$ cat config.mk
export PLATFORM = sky130hd
export DESIGN_NAME = alu_shift_flags
export DESIGN_NICKNAME = d
export VERILOG_FILES = /design/src/rtl/alu_pkg.sv /design/src/rtl/alu_shifter.sv /design/src/rtl/alu_core.sv /design/src/rtl/alu_flag_reg.sv /design/src/rtl/alu_shift_flags.sv
export SDC_FILE = /design/constraint.sdc
export NUM_CORES = 1
export LEC_CHECK = 0
export BUFFER_PORTS_ARGS = -buffer_cell sky130_fd_sc_hd__buf_2
export CAP_MARGIN = 20
export CELL_PAD_IN_SITES_DETAIL_PLACEMENT = 1
export CELL_PAD_IN_SITES_GLOBAL_PLACEMENT = 1
export CORE_AREA = 2 2 196 217
export CTS_CLUSTER_DIAMETER = 50
export DETAILED_ROUTE_END_ITERATION = 12
export DIE_AREA = 0 0 198 219
export PLACE_DENSITY = 0.78
export SLEW_MARGIN = 30
export SYNTH_ARGS = -nofsm -noshare
export SYNTH_HDL_FRONTEND = slang
export SYNTH_SLANG_ARGS = --single-unit
$ cat constraint.sdc
create_clock -name clk -period 43.3 [get_ports clk]
set_input_delay 12.99 -clock clk [delete_from_list [all_inputs] [get_ports clk]]
set_output_delay 12.99 -clock clk [all_outputs]
set_load 0.01 [all_outputs]
$ cat src/rtl/alu_pkg.sv
package alu_pkg;
  parameter int DW = 32;

  typedef enum logic [1:0] {
    SH_LSL = 2'd0,
    SH_LSR = 2'd1,
    SH_ASR = 2'd2,
    SH_ROR = 2'd3
  } shift_e;

  localparam logic [3:0] OP_AND = 4'd0;
  localparam logic [3:0] OP_EOR = 4'd1;
  localparam logic [3:0] OP_ORR = 4'd2;
  localparam logic [3:0] OP_BIC = 4'd3;
  localparam logic [3:0] OP_MOV = 4'd4;
  localparam logic [3:0] OP_MVN = 4'd5;
  localparam logic [3:0] OP_ADD = 4'd6;
  localparam logic [3:0] OP_ADC = 4'd7;
  localparam logic [3:0] OP_SUB = 4'd8;
  localparam logic [3:0] OP_SBC = 4'd9;
  localparam logic [3:0] OP_RSB = 4'd10;
  localparam logic [3:0] OP_CMP = 4'd11;
  localparam logic [3:0] OP_CMN = 4'd12;
  localparam logic [3:0] OP_TST = 4'd13;

  typedef struct packed {
    logic n;
    logic z;
    logic c;
    logic v;
  } flags_t;
endpackage

$ cat src/rtl/alu_shifter.sv
module alu_shifter #(
  parameter int W  = alu_pkg::DW,
  parameter int SW = $clog2(W)
) (
  input  logic [W-1:0]  din,
  input  logic [1:0]    kind,
  input  logic [SW-1:0] amt,
  input  logic          c_in,
  output logic [W-1:0]  dout,
  output logic          c_out
);
  import alu_pkg::*;

  logic [W:0]  wide;
  logic [SW:0] back_amt;

  always_comb begin
    dout     = din;
    c_out    = c_in;
    wide     = '0;
    back_amt = (SW+1)'(W) - {1'b0, amt};
    if (amt != '0) begin
      case (shift_e'(kind))
        SH_LSL: begin
          wide  = {1'b0, din} << amt;
          dout  = wide[W-1:0];
          c_out = wide[W];
        end
        SH_LSR: begin
          wide  = {din, 1'b0} >> amt;
          dout  = wide[W:1];
          c_out = wide[0];
        end
        SH_ASR: begin
          wide  = $unsigned($signed({din, 1'b0}) >>> amt);
          dout  = wide[W:1];
          c_out = wide[0];
        end
        default: begin
          dout  = (din >> amt) | (din << back_amt);
          c_out = dout[W-1];
        end
      endcase
    end
  end
endmodule

$ cat src/rtl/alu_core.sv
module alu_core #(
  parameter int W = alu_pkg::DW
) (
  input  logic [W-1:0]   a,
  input  logic [W-1:0]   b_sh,
  input  logic           sh_co,
  input  logic           c_in,
  input  logic           cur_v,
  input  logic [3:0]     op,
  output logic [W-1:0]   result,
  output logic           wr_en,
  output logic           flag_upd,
  output alu_pkg::flags_t flags_nxt
);
  import alu_pkg::*;

  // One shared adder: returns {overflow, carry, sum}
  function automatic logic [W+1:0] add_cv(input logic [W-1:0] x,
                                          input logic [W-1:0] y,
                                          input logic ci);
    logic [W:0] s;
    logic       ov;
    s  = {1'b0, x} + {1'b0, y} + {{W{1'b0}}, ci};
    ov = (x[W-1] == y[W-1]) && (s[W-1] != x[W-1]);
    return {ov, s};
  endfunction

  logic [W-1:0] add_x, add_y;
  logic         add_ci;
  logic [W+1:0] add_r;
  logic         is_arith;

  always_comb begin
    add_x  = a;
    add_y  = b_sh;
    add_ci = 1'b0;
    case (op)
      OP_ADC:         add_ci = c_in;
      OP_SUB, OP_CMP: begin add_y = ~b_sh; add_ci = 1'b1; end
      OP_SBC:         begin add_y = ~b_sh; add_ci = c_in; end
      OP_RSB:         begin add_x = b_sh; add_y = ~a; add_ci = 1'b1; end
      default: ;
    endcase
  end

  assign add_r = add_cv(add_x, add_y, add_ci);

  always_comb begin
    result   = '0;
    wr_en    = 1'b1;
    flag_upd = 1'b1;
    is_arith = 1'b0;
    case (op)
      OP_AND: result = a & b_sh;
      OP_EOR: result = a ^ b_sh;
      OP_ORR: result = a | b_sh;
      OP_BIC: result = a & ~b_sh;
      OP_MOV: result = b_sh;
      OP_MVN: result = ~b_sh;
      OP_ADD, OP_ADC, OP_SUB, OP_SBC, OP_RSB: begin
        result   = add_r[W-1:0];
        is_arith = 1'b1;
      end
      OP_CMP, OP_CMN: begin
        result   = add_r[W-1:0];
        is_arith = 1'b1;
        wr_en    = 1'b0;
      end
      OP_TST: begin
        result = a & b_sh;
        wr_en  = 1'b0;
      end
      default: begin
        wr_en    = 1'b0;
        flag_upd = 1'b0;
      end
    endcase
    flags_nxt.n = result[W-1];
    flags_nxt.z = (result == '0);
    flags_nxt.c = is_arith ? add_r[W] : sh_co;
    flags_nxt.v = is_arith ? add_r[W+1] : cur_v;
  end
endmodule

$ cat src/rtl/alu_flag_reg.sv
module alu_flag_reg (
  input  logic            clk,
  input  logic            rst_n,
  input  logic            upd,
  input  alu_pkg::flags_t nxt,
  output alu_pkg::flags_t q
);
  always_ff @(posedge clk or negedge rst_n) begin
    if (!rst_n)   q <= '0;
    else if (upd) q <= nxt;
  end
endmodule

$ cat src/rtl/alu_shift_flags.sv
module alu_shift_flags #(
  parameter int W  = alu_pkg::DW,
  parameter int SW = $clog2(W)
) (
  input  logic          clk,
  input  logic          rst_n,
  input  logic [W-1:0]  a,
  input  logic [W-1:0]  b,
  input  logic          c_in,
  input  logic [3:0]    op,
  input  logic [1:0]    shift_kind,
  input  logic [SW-1:0] shift_amt,
  output logic [W-1:0]  result,
  output logic          wr_en,
  output logic          flag_n,
  output logic          flag_z,
  output logic          flag_c,
  output logic          flag_v
);
  import alu_pkg::*;

  logic [W-1:0] sh_out;
  logic         sh_co;
  logic         flag_upd;
  flags_t       flags_nxt, flags_q;

  alu_shifter #(.W(W), .SW(SW)) u_shift (
    .din(b), .kind(shift_kind), .amt(shift_amt), .c_in(c_in),
    .dout(sh_out), .c_out(sh_co)
  );

  alu_core #(.W(W)) u_core (
    .a(a), .b_sh(sh_out), .sh_co(sh_co), .c_in(c_in), .cur_v(flags_q.v),
    .op(op), .result(result), .wr_en(wr_en), .flag_upd(flag_upd),
    .flags_nxt(flags_nxt)
  );

  alu_flag_reg u_flags (
    .clk(clk), .rst_n(rst_n), .upd(flag_upd), .nxt(flags_nxt), .q(flags_q)
  );

  assign flag_n = flags_q.n;
  assign flag_z = flags_q.z;
  assign flag_c = flags_q.c;
  assign flag_v = flags_q.v;
endmodule

-- Word level (Yosys, flattened, before mapping)
Index checks and enable logic that the tools add are counted.
- add/sub/neg operators: 3
- bitwise gates (word level): 7
- reduce and logical (&&, ||, !) cells: 13
- eq/ne operators: 17
- shifts and indexed selects: 5
- muxes and demuxes: 12
- operators with widths (cell ; number):
    $pmux W32 S7 ; 1
    $pmux W32 S3 ; 1
    $and A32 B32 Y32 ; 2
    $mux W32 ; 2
    $not A32 Y32 ; 2
    $or A32 B32 Y32 ; 2
    $pmux W32 S2 ; 1
    $add A32 B32 Y33 ; 1
    $add A33 B1 Y33 ; 1
    $shl A32 B5 Y33 ; 1
    $shr A33 B5 Y33 ; 1
    $sshr A33 B5 Y33 ; 1
    $logic_not A32 Y1 ; 1
    $shl A32 B6 Y32 ; 1
    $shr A32 B5 Y32 ; 1
    $xor A32 B32 Y32 ; 1
    $eq A4 B4 Y1 const B ; 6
    $eq A4 B3 Y1 const B ; 4
    $reduce_or A14 Y1 ; 1
    $reduce_or A11 Y1 ; 1
    $eq A4 B2 Y1 const B ; 2
    $reduce_or A7 Y1 ; 1
    $reduce_or A3 Y1 ; 2
    $sub A6 B5 Y6 const A ; 1
    14 further kinds ; 19
- logic and storage cells: 61
- bits of input ports: 78
- flip-flop bits (word level): 4
- output and inout port bits: 37

-- Longest topological paths before layout
Gate-level depths: netlist (run 1).
- word-level depth: 11
- depth in mapped cells: 33
- mapped depth without buffers: 25

-- Modules after synthesis
A second synthesis (run 1) with hierarchy kept.
- cell total of the unflattened synthesis: 1883
- area total of the unflattened synthesis: 13495.4 sq um
- by module, submodules not included (module ; area an instance (sq um) ; seq. area each (sq um) ; cells an instance ; instances):
    alu_shifter ; 7688.6 ; 0.0 ; 978 ; 1
    alu_core ; 5661.7 ; 0.0 ; 897 ; 1
    alu_flag_reg ; 145.1 ; 100.1 ; 8 ; 1

-- Worst setup path after synthesis (run 1)
No wires, ideal clock.
- path type: input-to-output
- start point: input shift_amt[0]
- end point: output result[30]
- path slack: 11.073 ns
- arrival time: 19.237 ns
- required time: 30.310 ns
- stages: 27
- path buffers: 5
- path through: buf_6 > inv_1 > buf_2 > buf_2 > buf_2 > buf_2 > ha_1 > and2_1 > ha_1 > nor3b_1 > mux2i_1 > o32a_1 > o31a_1 > and2_1 > a211oi_1 > a21oi_1 > fa_1 > fa_1 > a21o_1 > a221o_1 > a31oi_1 > o211ai_1 > o211ai_1 > nor4bb_1 > nor3_1 > nor3_1 > or4_1
- word-level cells in the longest chain between the ends: 10
- RTL lines (element ; line ; RTL):
    from (decl) ; alu_shift_flags.sv:12 ; input logic [SW-1:0] shift_amt,
    $sub A6 B5 Y6 ; alu_shifter.sv:21 ; back_amt = (SW+1)'(W) - {1'b0, amt};
    $shl A32 B6 Y32 ; alu_shifter.sv:40 ; dout = (din >> amt) | (din << back_amt);
    $or A32 B32 Y32 ; alu_shifter.sv:40 ;
    $pmux W32 S3 ; alu_shifter.sv:23 ; case (shift_e'(kind))
    $mux W32 (*) ; alu_shifter.sv:22 ; if (amt != '0) begin
    $not A32 Y32 ; -- ;
    $pmux W32 S2 ; alu_core.sv:37 ; case (op)
    $add A32 B32 Y33 ; alu_core.sv:23 ; s = {1'b0, x} + {1'b0, y} + {{W{1'b0}}, ci};
    $add A33 B1 Y33 ; alu_core.sv:23 ;
    $pmux W32 S7 (*) ; alu_core.sv:53 ; case (op)
    to (decl) ; alu_shift_flags.sv:13 ; output logic [W-1:0] result,
Mark *: on every way between the ends. The rest lies on a longest branch, timed or not.

-- Worst setup path after layout (run 1)
- start point: input shift_amt[0]
- end point: output result[31]
The elaborated chain is that of the path after synthesis.

==> run summary, run 1 <==
worst hold-check path type: flop to flop
hold depth: 1
setup repair bufs after CTS: 0
H-tree Lvls: 1
Worst-Skew Late Latency: 220 ps
commonest non-fill, non-tap cell in the layout: nand2_1
Critical Path End: result[31]
Async SR Flop Fraction: 1.00
final antenna-violating net count: 0
leakage power: 5.92 nW
Die Area: 0.0434 sq mm
internal power: 0.121 mW
Synth warnings: 0
die height: 219 um
Initial Util: 0.348
dpl ws: 9170 ps
initial antenna violation count: 3
Clock transition at path regs: 30 ps
Die Wd: 198 um
Psw: 0.195 mW
Sink Count: 4
Synth Flop Type: dfrtp_1
power per cell area: 20.9 mW/mm^2
vias in the first global route: 18000
Crit path required time: 30310 ps
Detailed Routing Iterations Pass 1: 6
Max clock buf depth: 2
Net Sw Frac: 0.617
Syn Std Cell Area: 0.0143 sq mm
IO Pins: 115
#FFs+latches synth: 4
Clock Tree Root: clkbuf_16
Final nets: 2079
number of remaining DRC errors: 0
Remaining Overflow, GRT: 0
overall routing resource usage: 0.399
via count: 18300
total core area: 0.0411 sq mm
DR WL/cell: 35.5 um
CP Data Arrival Time: 21680 ps
Top Registers: u_flags.q (4)
vias per cell: 7.32
VDD IR max: 0.0126 mV
Final Max Slew Viols: 0
Setup TNS: 0 ps
cells on worst reg2reg path: 1
critical path startpoint category: input port
hold_buf cts: 0
clock power share: 0.045
GPL Wtd Cong: 1.09
Port Buffer Count: 114
Biggest register: u_flags.q
Reg power frac: 0.016
final worst slack: 8630 ps
final cell area excluding filler cells: 0.0151 sq mm
crit end category: primary output
total routed wirelength: 88600 um
Max Cap Viol: 0
placed inst area: 0.0150 sq mm
first-pass GRT wire length: 127000 um
Setup-failing EPs final: 0
Syn Area/Cell: 7.23 sq um
Cell Rows: 78
Peak Freq: 0.0288 GHz
Worst Max-Slew Pin Slew: 1070 ps
register area share after synthesis: 0.00700
status: finished, final reports clean
RSZ-0062 raised after global routing: no
total CTS buffers: 3
Worst Clk Skew: 0 ps
DR iter-0 viols: 2042
EDFF count, synth: 0
TritonCTS clock tree: yes
post-layout min period: 34670 ps
Comb pwr share: 0.939
slew margin rel.: 0.269
HPWL after DPL: 64700 um
Final period util: 0.801
Fin. Hold Viols: 0
Crit. Startpoint: shift_amt[0]
most frequent cells in the layout: nand2_1 (216), o21ai_0 (157), mux2i_1 (141), nor2_1 (121), a21oi_1 (113)
Area Overhead vs Synth: 5.44%
largest net degree at the start of global routing: 66
post-cts sizing count: 0
Distinct cells, synth: 96
layout cells sized above 1: 0.186
Max Fanout on Critical Path: 65
Worst R2R Start: u_flags.q[3]
number of flip-flops in the largest register: 4
cell count after synthesis: 1976
syn nets: 2121
Reg2Reg Setup Slack: 42560 ps
crit path kind: input port to primary output
Reg-to-Reg End: u_flags.q[3]
cells by family after synthesis:
group / Yosys count / share of synthesized area
AO/OA/AOI/OAI: 701 / 0.337
XOR/XNOR: 26 / 0.0159
adder cells (fa/ha/maj): 67 / 0.0597
buffers and inverters: 277 / 0.0929
flip-flops: 4 / 0.00700
multiplexers: 278 / 0.276
AND/OR/NAND/NOR: 623 / 0.211
synth_stat cells (46+ instances only):
cell type  instances  share of area
mux2i_1          142          0.099
a211oi_1          46          0.024
nand3_1           52          0.018
ha_1              65          0.057
mux4_2            79           0.12
mux2_2            50          0.039
o21ai_0          158          0.055
o211ai_1          61          0.032
nor2_1           122          0.032
a21oi_1          114          0.040
clkbuf_1         121          0.032
nand2_1          217          0.057
o22ai_1           47          0.021
inv_1             53          0.014
cell type report:
cell class / instances / area (sq um)
repair buffers: 176 / 1050
fillers: 5141 / 26000
diodes: 1 / 2.50
multi-input cells: 1695 / 12900
well taps: 560 / 701
clock buffers: 3 / 75.1
flip-flops and latches: 4 / 100
inverters: 54 / 204
metrics by stage:
stage / std cells / total power [mW] / utilization / hold WS [ps]
3_5_place_dp: 2488 / 0.289 / 0.364 / 498
6_report: 2493 / 0.315 / 0.367 / 500
5_1_grt: 2492 / 0.332 / 0.367 / 531
2_1_floorplan: 1976 / 0.192 / - / 529
4_1_cts: 2491 / 0.305 / 0.366 / 505
3_3_place_gp: 2488 / 0.284 / 0.364 / 473
layer usage:
| layer | global-route usage | share of wire | vias up |
|---|---|---|---|
| met5 | 0 | 0.00015 | - |
| met4 | 0.258 | 0.081 | 2 |
| met3 | 0.0824 | 0.11 | 344 |
| met2 | 0.624 | 0.43 | 1253 |
| met1 | 0.498 | 0.38 | 9041 |
| li1 | - | - | 7614 |
worst min-delay path by stage:
stage	to	start
after floorplan	u_flags.q[2]	u_flags.q[2]
after global placement	u_flags.q[2]	u_flags.q[2]
after global routing	u_flags.q[3]	u_flags.q[3]
after detailed placement	u_flags.q[3]	u_flags.q[3]
after CTS	u_flags.q[3]	u_flags.q[3]
final	u_flags.q[3]	u_flags.q[3]
worst max-delay path, cell delays in order:
cell and delay, ps:
buf_6 550, clkinv_2 860, ha_2 620, buf_4 510
mux2i_1 230, mux4_2 580, a211oi_1 800, a2111oi_0 260
a21o_1 320, o211ai_1 190, o21ai_0 120, ha_1 440
nand3_1 130, nor2_1 240, o2111ai_1 250, a211oi_1 520
o211ai_1 220, a21boi_0 560, o21bai_1 240, o21ai_0 170
and3_1 220, mux2i_1 190, nand3_1 150, buf_2 190
power by group through the flow:
| stage | Clock (mW) | Sequential [mW] | Combinational [mW] |
|---|---|---|---|
| detailed placement | 0 | 0.00495 | 0.284 |
| CTS | 0.0146 | 0.00491 | 0.286 |
| finish | 0.0143 | 0.00489 | 0.296 |
| global route | 0.0149 | 0.00501 | 0.312 |
| global placement | 0 | 0.00494 | 0.279 |
| floorplan | 0 | 0.00524 | 0.187 |
Note: power is estimated with default switching activity, not from simulation.
==> inputs of run 2 (changes only) <==
clock period = 33.8 ns   (was 43.3 ns; I/O delays follow)
==> run 2 against run 1 <==
  * Final cell count shrank 0.28%
  * Global-route usage is essentially flat
  * Core utilization shrank 0.085 points
  * Clock skew is the same
  * Largest cell class unchanged
  * Largest power group unchanged
==> run summary, run 2 (synthesized netlist as in run 1, its figures left out) <==
status: finished, final reports clean
total CTS buffers: 3 (unchanged)
crit-path cells: buf_6, clkinv_2, ha_4, mux2i_1, mux4_2, a211oi_1, a2111oi_0, a21o_1, o211ai_1, o21ai_0, ha_1, nand3_1, nor2_1, o2111ai_1, a211oi_1, o211ai_1, a21boi_0, o21bai_1, o21ai_0, and3_1, mux2i_1, nand3_1, buf_2
Max Cap Viol: 0 (unchanged)
Setup-failing EPs final: 0 (unchanged)
total power: 0.405 mW (+28%)
Top Registers: u_flags.q (4)
Slowest cell on crit path: ha_4
Reg2Reg Setup Slack: 33050 ps (-9510 ps)
initial antenna violation count: 3 (unchanged)
Final Max Slew Viols: 0 (unchanged)
Fin. Hold Viols: 0 (unchanged)
Peak Freq: 0.0351 GHz
most frequent cells in the layout: nand2_1 (216), o21ai_0 (158), mux2i_1 (142), nor2_1 (121), a21oi_1 (113)
Clock transition at path regs: 30 ps (about the same)
Worst Max-Slew Pin Slew: 1190 ps (+124 ps)
Port Buffer Count: 114 (unchanged)
DR WL/cell: 35.5 um (about the same)
cells on worst reg2reg path: 1 (unchanged)
power per cell area: 26.9 mW/mm^2 (+29%)
worst hold-check path type: flop to flop
HPWL after DPL: 64400 um (-0.40%)
Die Area: 0.0434 sq mm (unchanged)
Final nets: 2072 (-0.34%)
Max Fanout on Critical Path: 60 (-7.7%)
vias in the first global route: 18000 (+0.20%)
Clock Tree Root: clkbuf_16
critical path startpoint category: input port
largest net degree at the start of global routing: 74 (+12%)
clock power share: 0.046 (about the same)
hold depth: 1 (unchanged)
Max clock buf depth: 2 (unchanged)
Area Overhead vs Synth: 5.19%
Detailed Routing Iterations Pass 1: 6 (unchanged)
Worst Clk Skew: 0 ps (unchanged)
Worst-Skew Late Latency: 220 ps (about the same)
Biggest register: u_flags.q
Critical Path End: result[31]
slew margin rel.: 0.202 (-0.0662)
total core area: 0.0411 sq mm (unchanged)
Cell Rows: 78 (unchanged)
Comb pwr share: 0.938 (about the same)
final antenna-violating net count: 0 (unchanged)
total routed wirelength: 88400 um (-0.23%)
crit end category: primary output
vias per cell: 7.42 (+1.3%)
Reg-to-Reg End: u_flags.q[3]
WHS: 516 ps (+16.0 ps)
via count: 18400 (+1.1%)
first-pass GRT wire length: 127000 um (+0.20%)
crit path kind: input port to primary output
Setup TNS: 0 ps (unchanged)
overall routing resource usage: 0.399 (about the same)
post-layout min period: 28530 ps
Net Sw Frac: 0.618 (+0.000974)
Reg power frac: 0.016 (about the same)
H-tree Lvls: 1 (unchanged)
Die Wd: 198 um (unchanged)
Initial Util: 0.348 (unchanged)
layout cells sized above 1: 0.185 (-0.000883)
die height: 219 um (unchanged)
Sink Count: 4 (unchanged)
hold_buf cts: 0 (unchanged)
CP Data Arrival Time: 18390 ps (-3290 ps)
Psw: 0.250 mW (+28%)
DR iter-0 viols: 2630 (+29%)
Worst R2R Start: u_flags.q[3]
IO Pins: 115 (unchanged)
Remaining Overflow, GRT: 0 (unchanged)
post-cts sizing count: 0 (unchanged)
GPL Wtd Cong: 1.06 (-2.9%)
commonest non-fill, non-tap cell in the layout: nand2_1
RSZ-0062 raised after global routing: no
Crit path required time: 23660 ps (-6650 ps)
Final period util: 0.844
VDD IR max: 0.0147 mV (+17%)
Worst path max stage delay: 990 ps (+130 ps)
TritonCTS clock tree: yes
number of remaining DRC errors: 0 (unchanged)
leakage power: 5.89 nW (-0.54%)
internal power: 0.154 mW (+28%)
number of flip-flops in the largest register: 4 (unchanged)
setup repair bufs after CTS: 0 (unchanged)
Crit. Startpoint: shift_amt[0]
[run 2: area by class of cell]
cell class | count | area [sq um]
timing repair buffer | 169 | 995
tap | 560 | 701
sequential | 4 | 100
multi-input combinational | 1695 | 13000
antenna | 1 | 2.50
inverter | 54 | 204
fill | 5124 | 26100
clock buffer | 3 | 75.1
[run 2: metal layers]
metal	up-vias	track usage	routed length, um
li1	7599	-	-
met1	9183	0.506	33500
met2	1318	0.608	37600
met3	346	0.0795	9450
met4	2	0.276	7780
met5	-	0	9
[run 2: worst min path at each step]
stage                         to          from  slack (ps)
CTS                 u_flags.q[3]  u_flags.q[3]         510
global placement    u_flags.q[2]  u_flags.q[2]         470
floorplan           u_flags.q[2]  u_flags.q[2]         530
finish              u_flags.q[3]  u_flags.q[3]         520
global route        u_flags.q[2]  u_flags.q[2]         530
detailed placement  u_flags.q[2]  u_flags.q[2]         490
[run 2: through the flow]
step	setup WS, ps	cell area [sq um]	instances	util
global placement	5610	14900	2480	0.363
detailed placement	5420	14900	2480	0.363
floorplan	7270	14300	1976	-
global route	4620	15000	2485	0.366
finish	5270	15000	2486	0.366
CTS	5440	15000	2483	0.365
[run 2: worst max-delay path: cells and delay by family]
family	cells	cell delay (ps)
AOI/OAI and AO/OA	11	3470
adders and majority gates	2	1420
buffers and inverters	3	1600
muxes	3	990
and+or+nand+nor	4	730
[run 2: power groups by stage]
stage	clock (mW)	combinational, mW	sequential (mW)
6_report	0.0187	0.380	0.00629
3_5_place_dp	0	0.363	0.00636
5_1_grt	0.0192	0.398	0.00646
2_1_floorplan	0	0.239	0.00671
4_1_cts	0.0187	0.365	0.00629
3_3_place_gp	0	0.355	0.00630
